### src/rtl/cap_pkg.sv
package cap_pkg;

  localparam int CNT_W  = 8;
  localparam int RSEL_W = 3;
  localparam int MODE_W = 2;

  typedef enum logic [MODE_W-1:0] {
    TRIG_FALL  = 2'b00,
    TRIG_RISE  = 2'b01,
    WIDTH_HIGH = 2'b10,
    WIDTH_LOW  = 2'b11
  } trig_mode_e;

  typedef enum logic [1:0] {
    ST_ARMED   = 2'b00,
    ST_MEASURE = 2'b01,
    ST_DONE    = 2'b10
  } cap_state_e;

  // Which edge direction opens a measurement in the given mode.
  function automatic logic start_on_rise(trig_mode_e m);
    return (m == TRIG_RISE) || (m == WIDTH_HIGH);
  endfunction

  // Which edge direction closes a measurement in the given mode.
  function automatic logic stop_on_rise(trig_mode_e m);
    return (m == TRIG_RISE) || (m == WIDTH_LOW);
  endfunction

endpackage

### src/rtl/cap_edge_detect.sv
module cap_edge_detect #(
  parameter int STAGES = 2
) (
  input  logic clk,
  input  logic rst_n,
  input  logic async_i,
  output logic rise_o,
  output logic fall_o
);

  logic [STAGES-1:0] sync_q;
  logic              prev_q;
  logic              level;

  always_ff @(posedge clk or negedge rst_n) begin
    if (!rst_n) begin
      sync_q <= '0;
      prev_q <= 1'b0;
    end else begin
      sync_q <= {sync_q[STAGES-2:0], async_i};
      prev_q <= sync_q[STAGES-1];
    end
  end

  assign level  = sync_q[STAGES-1];
  assign rise_o = level & ~prev_q;
  assign fall_o = ~level & prev_q;

endmodule

### src/rtl/cap_prescaler.sv
module cap_prescaler #(
  parameter int RSEL_W = cap_pkg::RSEL_W
) (
  input  logic              clk,
  input  logic              rst_n,
  input  logic              restart_i,
  input  logic              run_i,
  input  logic [RSEL_W-1:0] sel_i,
  output logic              tick_o
);

  localparam int PW = 1 << RSEL_W;

  logic [PW-1:0] pre_q;
  logic [PW-1:0] last_val;

  // Terminal value is ratio-1 = 2^(sel+1)-1: the low sel+1 bits set.
  always_comb begin
    for (int i = 0; i < PW; i++) begin
      last_val[i] = (i <= int'(sel_i));
    end
  end

  assign tick_o = run_i && (pre_q == last_val);

  always_ff @(posedge clk or negedge rst_n) begin
    if (!rst_n) begin
      pre_q <= '0;
    end else if (restart_i) begin
      pre_q <= '0;
    end else if (run_i) begin
      pre_q <= tick_o ? '0 : pre_q + PW'(1);
    end
  end

endmodule

### src/rtl/cap_count_unit.sv
module cap_count_unit #(
  parameter int CNT_W = cap_pkg::CNT_W
) (
  input  logic             clk,
  input  logic             rst_n,
  input  logic             clear_i,
  input  logic             run_i,
  input  logic             tick_i,
  output logic [CNT_W-1:0] count_o
);

  localparam logic [CNT_W-1:0] MAX_CNT = '1;

  logic [CNT_W-1:0] count_q;

  function automatic logic [CNT_W-1:0] sat_step(logic [CNT_W-1:0] cur, logic inc);
    if (inc && (cur != MAX_CNT)) return cur + CNT_W'(1);
    return cur;
  endfunction

  always_ff @(posedge clk or negedge rst_n) begin
    if (!rst_n) begin
      count_q <= '0;
    end else if (clear_i) begin
      count_q <= '0;
    end else if (run_i) begin
      count_q <= sat_step(count_q, tick_i);
    end
  end

  assign count_o = count_q;


  step_size_chk: assert property (@(posedge clk) disable iff (!rst_n)
    !clear_i |=> (count_q == $past(count_q)) || (count_q == $past(count_q) + CNT_W'(1)));


  no_wrap_chk: assert property (@(posedge clk) disable iff (!rst_n)
    (count_q == MAX_CNT && !clear_i) |=> (count_q == MAX_CNT));

endmodule

### src/rtl/cap_timer.sv
module cap_timer
  import cap_pkg::*;
#(
  parameter int CW  = cap_pkg::CNT_W,
  parameter int SW  = cap_pkg::RSEL_W,
  parameter int SYN = 2
) (
  input  logic          clk,
  input  logic          rst_n,
  input  logic          enable_i,
  input  logic [1:0]    mode_i,
  input  logic [SW-1:0] rate_sel_i,
  input  logic          cap_in,
  input  logic          clr_i,
  output logic [CW-1:0] count_o,
  output logic          irq_o
);

  trig_mode_e mode;
  cap_state_e state_q, state_d;
  logic rise_evt, fall_evt;
  logic start_evt, stop_evt;
  logic first_evt, second_evt;
  logic measuring, tick;

  assign mode = trig_mode_e'(mode_i);

  cap_edge_detect #(.STAGES(SYN)) u_edge (
    .clk     (clk),
    .rst_n   (rst_n),
    .async_i (cap_in),
    .rise_o  (rise_evt),
    .fall_o  (fall_evt)
  );

  assign start_evt  = start_on_rise(mode) ? rise_evt : fall_evt;
  assign stop_evt   = stop_on_rise(mode)  ? rise_evt : fall_evt;
  assign first_evt  = enable_i && (state_q == ST_ARMED)   && start_evt;
  assign second_evt = enable_i && (state_q == ST_MEASURE) && stop_evt;
  assign measuring  = enable_i && (state_q == ST_MEASURE);

  always_comb begin
    state_d = state_q;
    unique case (state_q)
      ST_ARMED:   if (first_evt) state_d = ST_MEASURE;
      ST_MEASURE: begin
        if (!enable_i)       state_d = ST_ARMED;
        else if (second_evt) state_d = ST_DONE;
      end
      ST_DONE:    if (clr_i) state_d = ST_ARMED;
      default:    state_d = ST_ARMED;
    endcase
  end

  always_ff @(posedge clk or negedge rst_n) begin
    if (!rst_n) state_q <= ST_ARMED;
    else        state_q <= state_d;
  end

  cap_prescaler #(.RSEL_W(SW)) u_pre (
    .clk       (clk),
    .rst_n     (rst_n),
    .restart_i (first_evt),
    .run_i     (measuring),
    .sel_i     (rate_sel_i),
    .tick_o    (tick)
  );

  cap_count_unit #(.CNT_W(CW)) u_cnt (
    .clk     (clk),
    .rst_n   (rst_n),
    .clear_i (first_evt),
    .run_i   (measuring),
    .tick_i  (tick),
    .count_o (count_o)
  );

  assign irq_o = (state_q == ST_DONE);


  flag_set_chk: assert property (@(posedge clk) disable iff (!rst_n)
    second_evt |=> irq_o);


  frozen_count_chk: assert property (@(posedge clk) disable iff (!rst_n)
    irq_o |=> $stable(count_o));


  sticky_flag_chk: assert property (@(posedge clk) disable iff (!rst_n)
    (irq_o && !clr_i) |=> irq_o);


  gated_enable_chk: assert property (@(posedge clk) disable iff (!rst_n)
    !enable_i |=> !$rose(irq_o));

endmodule

### config.mk
export PLATFORM = sky130hd
export DESIGN_NAME = cap_timer
export DESIGN_NICKNAME = d
export VERILOG_FILES = /design/src/rtl/cap_pkg.sv /design/src/rtl/cap_edge_detect.sv /design/src/rtl/cap_prescaler.sv /design/src/rtl/cap_count_unit.sv /design/src/rtl/cap_timer.sv
export SDC_FILE = /design/constraint.sdc
export NUM_CORES = 1
export LEC_CHECK = 0
export BUFFER_PORTS_ARGS = -buffer_cell sky130_fd_sc_hd__buf_4
export CORE_ASPECT_RATIO = 1.1
export CORE_MARGIN = 2
export CORE_UTILIZATION = 55
export CTS_CLUSTER_SIZE = 24
export DETAILED_ROUTE_END_ITERATION = 10
export GPL_TIMING_DRIVEN = 0
export PLACE_DENSITY = 0.78
export REMOVE_ABC_BUFFERS = 1
export SYNTH_ARGS = -nofsm -noshare
export SYNTH_HDL_FRONTEND = slang
export SYNTH_SLANG_ARGS = --single-unit
export TNS_END_PERCENT = 100
### constraint.sdc
create_clock -name clk -period 2.3 [get_ports clk]
set_input_delay 0.345 -clock clk [delete_from_list [all_inputs] [get_ports clk]]
set_output_delay 0.345 -clock clk [all_outputs]
set_load 0.005 [all_outputs]
==> results.md, run 1 <==
- Outcome: completed
- Yosys top cell by area: dfrtp_1
- Yosys warnings: 0
- # clock sinks: 21
- Hold Path Class: in -> reg
- Worst-Margin Slew: 1020 ps
- Peak Freq: 476 MHz
- Share of cells above drive strength 1: 21.7%
- Worst vdd ir: 0.364 mV
- CTS root buf: clkbuf_4
- Most frequent cells in the layout: 21 x dfrtp_1, 18 x buf_4, 12 x o21ai_0
- Setup Fix Bufs, Post-CTS: 0
- Total track usage: 21.7%
- Grt ovf: 0
- Via count: 1130
- Post-synth top area share: 40.9%
- Netlist Area Pre-Place: 1280 um^2
- Routability-driven placement congestion ratio: 0.893
- Iter 0 DRT Violations: 31
- Crit path required time: 2540 ps
- Minimum clock period: 2100 ps
- Crit end category: register
- Num CTS Buffers: 3
- Total power draw: 0.865 mW
- Final antenna-violating net count: 0
- Global-route wire length before repair: 4370 um
- Multi-input gate area: 702 um^2
- Critical path startpoint category: register
- Height of the die: 54.7 um
- Largest net degree at the start of global routing: 22
- Die ar.: 2740 um^2
- Top cells by area, synth: dfrtp_1 41%, o21ai_0 4.7%, a21oi_1 3.9%
- Reg-to-reg critical path startpoint: state_q[1]$_DFFE_PN0P_
- Min-Delay Startpoint: cap_in
- Crit-path max cell delay: 460 ps
- CP arrival: 2340 ps
- H-tree depth: 1
- Hold path depth: 1
- Final core occ: 65.8%
- CORE AREA: 2230 um^2
- Cells after Synth: 139
- EDFF count, synth: 0
- Fin Setup TNS: 0 ps
- # setup viols final: 0
- Worst clock skew: 7.81 ps
- Crit-path cells: and2b_2 -> nand3_2 -> a2111oi_4 -> o2111ai_4 -> or4_1 -> a21oi_1
- CP top delay family: simple AND/OR/NAND/NOR gates
- Tcrit/Tclk final: 91.4%
- Post-Layout Cell Count: 187
- Vias/cell: 6.04
- Leak: 0.612 nW
- Cells after DPL: 182
- Fill cell count: 179
- Critical path class: reg -> reg
- Site row count: 18
- Flop2flop setup slack: 200 ps
- RSZ-0062 raised after global routing: no
- Max-slew violation count: 0
- Slew Limit Headroom: 31.6%
- Die W: 50.1 um
- Ys flop type: dfrtp_1
- Seq. cell area: 526 um^2
- Yosys reg bits: 21
- CTS Buffer Depth: 2
- Highest net fanout along the worst path: 14
- Hold Violations, Final: 0
- Vias in the first global route: 1010
- Share of flip-flops with an asynchronous set or reset: 100%
- Detailed Place HPWL: 1940 um
- Clock Latency Late Sink: 310 ps
- Worst reg-to-reg path cell count: 6
- Final #Nets: 172
- Initial Util: 57.6%
- Area grow syn2layout: 14.1%
- DRC: 0
- Initial antenna violation count: 0
- Maxcap violations: 0
- CTS tree: built
- Boundary Pins: 19
- Synth unique cells: 47
- Total power divided by cell area: 590 nW/um^2
- FF-to-FF End: u_cnt.count_o[5]$_DFFE_PN0P_
- Port buffer count: 18
- WP buf/inv: 0
- ANT cells: 0
- Reg clk slew, reported paths: 110 ps
- Most common cell after layout, fill and taps aside: dfrtp_1
- Syn Area/Cell: 9.24 um^2
- Worst Hold End: u_edge.sync_q[0]$_DFF_PN0_
- Slowest CP cell: or4_1
- Routed Wire Length: 2700 um
- Seq/Total Area, Yosys: 40.9%
- Drt pass-1 iters: 5
- Avg WL per Cell: 14.4 um
-- Yosys cell counts (2+ instances only) --
cell	instances
nand2_1	11
a21oi_1	10
nor2_1	6
or3_1	4
and3_2	2
nor3_1	4
nand3_1	10
nor2b_1	2
or2_2	2
nand2b_1	3
o21ai_0	12
ha_1	4
o22ai_1	2
and3_1	2
o31ai_1	2
or4_1	3
xnor2_1	2
inv_1	8
dfrtp_1	21
buf_6	2
-- power breakdown --
group	internal, mW	switching (mW)	leakage [nW]
registers	0.414	0.0762	0.282
clock network	0.0678	0.116	0.0150
logic	0.0897	0.101	0.314
total	0.572	0.294	0.612
-- how the worst max path moves through the flow --
stage | from | endpoint | slack [ps] | cells after the start
detailed placement | mode_i[0] | u_pre.pre_q[1]$_DFFE_PN0P_ | 130 | 6
CTS | state_q[1]$_DFFE_PN0P_ | u_cnt.count_o[7]$_DFFE_PN0P_ | 110 | 6
finish | state_q[1]$_DFFE_PN0P_ | u_cnt.count_o[5]$_DFFE_PN0P_ | 200 | 6
global route | state_q[1]$_DFFE_PN0P_ | u_cnt.count_o[5]$_DFFE_PN0P_ | 40 | 6
floorplan | state_q[1]$_DFFE_PN0P_ | u_cnt.count_o[5]$_DFFE_PN0P_ | 360 | 6
global placement | state_q[1]$_DFFE_PN0P_ | u_cnt.count_o[7]$_DFFE_PN0P_ | 190 | 6
-- stage by stage --
stage	setup WS [ps]	area, um^2	hold slack (ps)
2_1_floorplan	363	1250	49.4
3_3_place_gp	186	1420	239
3_5_place_dp	126	1420	241
4_1_cts	113	1460	122
5_1_grt	37.1	1470	110
6_report	198	1470	133
-- sequential cells by signal, summed over array words and instances (netlist names) --
| signal | cells |
|---|---|
| u_pre.pre_q | 8 |
| u_edge.prev_q | 1 |
| state_q | 2 |
| u_edge.sync_q | 2 |
| u_cnt.count_o | 8 |
-- cell type report --
type,count,share of cell area (%)
Sequential cell,21,35.8
Inverter,8,2.05
Clock buffer,4,1.79
Tap cell,30,2.56
Timing Repair Buffer,19,9.90
Multi-Input combinational cell,105,47.9
-- metal layers --
metal | GRT usage [%] | wire length [um] | vias to the layer above
li1 | - | - | 546
met1 | 24.9 | 1170 | 546
met5 | 0 | 0 | -
met3 | 3.55 | 135 | 4
met4 | 11.1 | 42 | 0
met2 | 39.5 | 1360 | 34
-- timing repair --
action                                  4_1_cts  5_1_grt
hold buffers                                  1        0
gates resized for setup                       0        1
endpoints found under the setup margin        0        2
hold endpoints to repair                     21        0
-- cell families after synthesis --
kind of cell	after synthesis	synth area share (%)
AOI/OAI and AO/OA	40	22.0
muxes	2	1.66
xor gates and xnor gates	3	2.05
buffers and inverters	13	5.35
adders and majority gates	4	3.89
and+or+nand+nor	56	24.1
DFF	21	40.9
Note: power is estimated with default switching activity, not from simulation.
==> inputs of run 2 (changes only) <==
--- a/config.mk
+++ b/config.mk
@@ -7,7 +7,7 @@
 export LEC_CHECK = 0
 export BUFFER_PORTS_ARGS = -buffer_cell sky130_fd_sc_hd__buf_4
 export CORE_ASPECT_RATIO = 1.1
-export CORE_MARGIN = 2
+export CORE_MARGIN = 5
 export CORE_UTILIZATION = 55
 export CTS_CLUSTER_SIZE = 24
 export DETAILED_ROUTE_END_ITERATION = 10
==> run 2 against run 1 <==
Net effect: via count decreased by 1.8%; worst hold slack got worse by 4.6 ps; largest cell class unchanged; largest power group unchanged; critical path depth unchanged.
==> results.md, run 2 (synthesis results as in run 1) <==
- Outcome: completed
- CP top delay family: simple AND/OR/NAND/NOR gates
- Hold Violations, Final: 0
- Seq. cell area: 526 um^2
- Initial Util: 57.1%
- H-tree depth: 1
- Worst vdd ir: 0.546 mV
- Worst-Margin Slew: 1010 ps
- Clock Latency Late Sink: 310 ps
- Initial antenna violation count: 0
- Avg WL per Cell: 14.7 um
- # setup viols final: 0
- Final #Nets: 172
- Fill cell count: 205
- Placed Instance Area: 1420 um^2
- Maxcap violations: 0
- Crit-path max cell delay: 470 ps
- CTS Buffer Depth: 2
- Share of cells above drive strength 1: 22.3%
- Die ar.: 3400 um^2
- Vias/cell: 5.94
- FF-to-FF End: u_cnt.count_o[5]$_DFFE_PN0P_
- CP arrival: 2440 ps
- Boundary Pins: 19
- Reg-to-reg critical path startpoint: state_q[1]$_DFFE_PN0P_
- Flop2flop setup slack: 110 ps
- Site row count: 18
- Leak: 0.611 nW
- Routed Wire Length: 2750 um
- Detailed Place HPWL: 2040 um
- Via count: 1110
- Critical path startpoint category: register
- Design Area, Final: 1470 um^2
- Crit-path cells: and2b_2 -> nand3_2 -> a2111oi_4 -> o2111ai_4 -> or4_1 -> a21oi_1
- Total power divided by cell area: 589 nW/um^2
- Peak Freq: 456 MHz
- Min-Delay Startpoint: cap_in
- Crit end category: register
- Critical path class: reg -> reg
- Largest net degree at the start of global routing: 22
- Worst Hold End: u_edge.sync_q[0]$_DFF_PN0_
- CTS root buf: clkbuf_4
- Most frequent cells in the layout: 21 x dfrtp_1, 18 x buf_4, 12 x o21ai_0
- WP buf/inv: 0
- RSZ-0062 raised after global routing: no
- Area grow syn2layout: 14.4%
- Most common cell after layout, fill and taps aside: dfrtp_1
- Die W: 56.1 um
- Height of the die: 60.7 um
- CTS tree: built
- Worst clock skew: 2.09 ps
- Tcrit/Tclk final: 95.3%
- Slowest CP cell: or4_1
- Port buffer count: 18
- Minimum clock period: 2190 ps
- Vias in the first global route: 1144
- ANT cells: 0
- Multi-input gate area: 702 um^2
- Iter 0 DRT Violations: 29
- Hold path depth: 1
- Num CTS Buffers: 3
- Routability-driven placement congestion ratio: 0.870
- # clock sinks: 21
- WHS: 129 ps
- Total track usage: 18.1%
- Slew Limit Headroom: 32.3%
- Max-slew violation count: 0
- Global-route wire length before repair: 4820 um
- Hold Path Class: in -> reg
- DRC: 0
- Highest net fanout along the worst path: 14
- Final antenna-violating net count: 0
- CORE AREA: 2250 um^2
- Grt ovf: 0
- Drt pass-1 iters: 4
- Reg clk slew, reported paths: 130 ps
- Worst reg-to-reg path cell count: 6
- Crit path required time: 2550 ps
- Setup Fix Bufs, Post-CTS: 0
- Fin Setup TNS: 0 ps
==> run 2: cell types whose count changed in the layout (fill, tap and decap cells not counted), sizes merged <==
cell and change:
clkbuf -1, clkinvlp +1
==> run 2: what timing repair did <==
action                                  CTS  global route
gates resized for setup                   0             1
endpoints found under the hold margin    21             0
endpoints found under the setup margin    0             4
hold buffers                              1             0
==> run 2: area by class of cell <==
class / instances / share of cell area [%]
Multi-Input combinational cell: 105 / 47.7
Sequential cell: 21 / 35.7
Timing Repair Buffer: 19 / 9.87
Tap cell: 30 / 2.55
Inverter: 8 / 2.04
Clock buffer: 3 / 1.53
Clock inverter: 1 / 0.511
==> run 2: how the worst max path moves through the flow <==
| stage | cells past startpoint | endpoint | start |
|---|---|---|---|
| 2_1_floorplan | 6 | u_cnt.count_o[5]$_DFFE_PN0P_ | state_q[1]$_DFFE_PN0P_ |
| 3_3_place_gp | 6 | u_cnt.count_o[5]$_DFFE_PN0P_ | state_q[1]$_DFFE_PN0P_ |
| 3_5_place_dp | 6 | u_cnt.count_o[5]$_DFFE_PN0P_ | state_q[1]$_DFFE_PN0P_ |
| 4_1_cts | 6 | u_cnt.count_o[5]$_DFFE_PN0P_ | state_q[1]$_DFFE_PN0P_ |
| 5_1_grt | 6 | u_cnt.count_o[7]$_DFFE_PN0P_ | state_q[1]$_DFFE_PN0P_ |
| 6_report | 6 | u_cnt.count_o[5]$_DFFE_PN0P_ | state_q[1]$_DFFE_PN0P_ |
==> run 2: worst reg2reg max path: stages (launching register included) <==
cell and delay [ps]:
dfrtp_1 400, and2b_2 280, nand3_2 120, a2111oi_4 410
o2111ai_4 280, or4_1 480, a21oi_1 170
==> run 2: metal layers <==
| layer | vias to the layer above | share of wire [%] | track usage, % |
|---|---|---|---|
| met2 | 28 | 50 | 32.1 |
| met3 | 6 | 4.8 | 3.40 |
| met4 | 0 | 2.2 | 11.2 |
| met5 | - | 0 | 0 |
| met1 | 528 | 43 | 20.7 |
| li1 | 548 | - | - |
==> run 2: power breakdown <==
| group | total, mW | switching, mW | internal (mW) |
|---|---|---|---|
| Sequential | 0.485 | 0.0708 | 0.414 |
| Clock | 0.190 | 0.123 | 0.0664 |
| Combinational | 0.192 | 0.101 | 0.0906 |
| Total | 0.866 | 0.295 | 0.571 |
==> run 2: stage by stage <==
stage	instances	power, mW	util, %	setup WS, ps
5_1_grt	187	0.926	65.3	13.1
4_1_cts	187	0.872	64.8	63.5
3_5_place_dp	182	0.682	63.0	76.2
6_report	187	0.866	65.3	108
2_1_floorplan	134	0.607	-	363
3_3_place_gp	182	0.665	63.0	184
==> inputs of run 3 (changes only) <==
--- a/config.mk
+++ b/config.mk
@@ -12,7 +12,7 @@
 export CTS_CLUSTER_SIZE = 24
 export DETAILED_ROUTE_END_ITERATION = 10
 export GPL_TIMING_DRIVEN = 0
-export PLACE_DENSITY = 0.78
+export PLACE_DENSITY_LB_ADDON = 0.08
 export REMOVE_ABC_BUFFERS = 1
 export SYNTH_ARGS = -nofsm -noshare
 export SYNTH_HDL_FRONTEND = slang
==> run 3 against run 2 <==
Net effect: routed wire length fell by 1.6%; total power fell by 0.20%; worst hold slack improved by 3.5 ps; first-iteration DRC count fell by 24%; combinational power barely moved; largest power group unchanged.
==> results.md, run 3 (synthesis results as in run 1) <==
- Crit-path cells: and2b_2 -> nand3_2 -> a2111oi_4 -> o2111ai_4 -> or4_1 -> a21oi_1
- Multi-input gate area: 702 um^2
- Slowest CP cell: or4_1
- Largest net degree at the start of global routing: 22
- Area grow syn2layout: 14.2%
- Num CTS Buffers: 3
- Tcrit/Tclk final: 93.6%
- CORE AREA: 2250 um^2
- Iter 0 DRT Violations: 22
- Total power divided by cell area: 589 nW/um^2
- Critical path class: reg -> reg
- Worst vdd ir: 0.438 mV
- Site row count: 18
- Fill cell count: 203
- Vias in the first global route: 1115
- Total power draw: 0.864 mW
- Routed Wire Length: 2710 um
- Final antenna-violating net count: 0
- Share of cells above drive strength 1: 22.3%
- Height of the die: 60.7 um
- Vias/cell: 5.90
- Port buffer count: 18
- Via count: 1103
- Avg WL per Cell: 14.5 um
- Global-route wire length before repair: 4810 um
- Crit end category: register
- Die W: 56.1 um
- Outcome: completed
- CP arrival: 2390 ps
- Critical path startpoint category: register
- Highest net fanout along the worst path: 14
- Initial Util: 57.1%
- WHS: 132 ps
- Peak Freq: 465 MHz
- Grt ovf: 0
- Hold Violations, Final: 0
- WP buf/inv: 0
- Worst-Margin Slew: 973 ps
- Most frequent cells in the layout: 21 x dfrtp_1, 18 x buf_4, 12 x o21ai_0
- CTS root buf: clkbuf_4
- Clock Latency Late Sink: 310 ps
- CTS Buffer Depth: 2
- Crit path required time: 2540 ps
- H-tree depth: 1
- ANT cells: 0
- Worst clock skew: 3.30 ps
- Final #Nets: 172
- RSZ-0062 raised after global routing: no
- DRC: 0
- Boundary Pins: 19
- Fin Setup TNS: 0 ps
- CTS tree: built
- Detailed Place HPWL: 1970 um
- Crit-path max cell delay: 470 ps
- Minimum clock period: 2150 ps
- Initial antenna violation count: 0
- Reg clk slew, reported paths: 120 ps
- Total track usage: 17.9%
- Most common cell after layout, fill and taps aside: dfrtp_1
- Hold Path Class: in -> reg
- Maxcap violations: 0
- Seq. cell area: 526 um^2
- # clock sinks: 21
- Drt pass-1 iters: 4
- Routability-driven placement congestion ratio: 0.853
- Slew Limit Headroom: 34.6%
- Leak: 0.614 nW
- CP top delay family: simple AND/OR/NAND/NOR gates
- # setup viols final: 0
- Max-slew violation count: 0
- Die ar.: 3400 um^2
## run 3: cell types whose count changed in the layout (fill, tap and decap cells not counted), sizes merged
cell,previous run,this run
clkinv,0,1
clkinvlp,1,0
## run 3: cell type report
| class | instances | area share [%] |
|---|---|---|
| Inverter | 8 | 2.05 |
| Clock inverter | 1 | 0.341 |
| Multi-Input combinational cell | 105 | 47.8 |
| Sequential cell | 21 | 35.8 |
| Timing Repair Buffer | 19 | 9.89 |
| Clock buffer | 3 | 1.53 |
| Tap cell | 30 | 2.56 |
## run 3: through the flow
| step | std cells | setup slack, ps | util (%) | area, um^2 |
|---|---|---|---|---|
| after global placement | 182 | 161 | 63.0 | 1420 |
| after floorplan | 134 | 363 | - | 1250 |
| after global routing | 187 | 16.7 | 65.2 | 1470 |
| after CTS | 187 | 70.7 | 64.7 | 1460 |
| after detailed placement | 182 | 103 | 63.0 | 1420 |
| final | 187 | 147 | 65.2 | 1470 |
## run 3: worst paths after layout
check	startpoint	endpoint	slack [ps]	cells after the start
setup / recovery	state_q[1]$_DFFE_PN0P_	u_cnt.count_o[7]$_DFFE_PN0P_	150	6
hold reg to reg	u_edge.sync_q[0]$_DFF_PN0_	u_edge.sync_q[1]$_DFF_PN0_	370	0
min in group asynchronous	rst_n	u_cnt.count_o[6]$_DFFE_PN0P_	440	2
setup reg to reg	state_q[1]$_DFFE_PN0P_	u_cnt.count_o[7]$_DFFE_PN0P_	150	6
hold / removal	cap_in	u_edge.sync_q[0]$_DFF_PN0_	130	1
max in group asynchronous	rst_n	u_pre.pre_q[7]$_DFFE_PN0P_	1640	2
## run 3: metal layers
metal	GRT usage (%)	routed length (um)	vias up
met5	0	0	-
met4	7.12	18	0
met3	2.55	125	2
met2	31.9	1390	27
met1	22.4	1170	531
li1	-	-	543
## run 3: repair_timing
item                       CTS  global route
setup endpoints to repair    0             2
setup buffers                0             0
gates resized for setup      0             1
hold buffers                 1             0
hold endpoints to repair    21             0
## run 3: power by group
part	switching, mW	internal [mW]
sequential	0.0774	0.414
combinational	0.0994	0.0899
clock	0.119	0.0649
total	0.296	0.569
## run 3: worst register-to-register path: cells and delay by family (launching register included)
| kind | cells | cell delay [ps] |
|---|---|---|
| AOI/OAI and AO/OA | 3 | 800 |
| and+or+nand+nor | 3 | 870 |
| DFF | 1 | 400 |
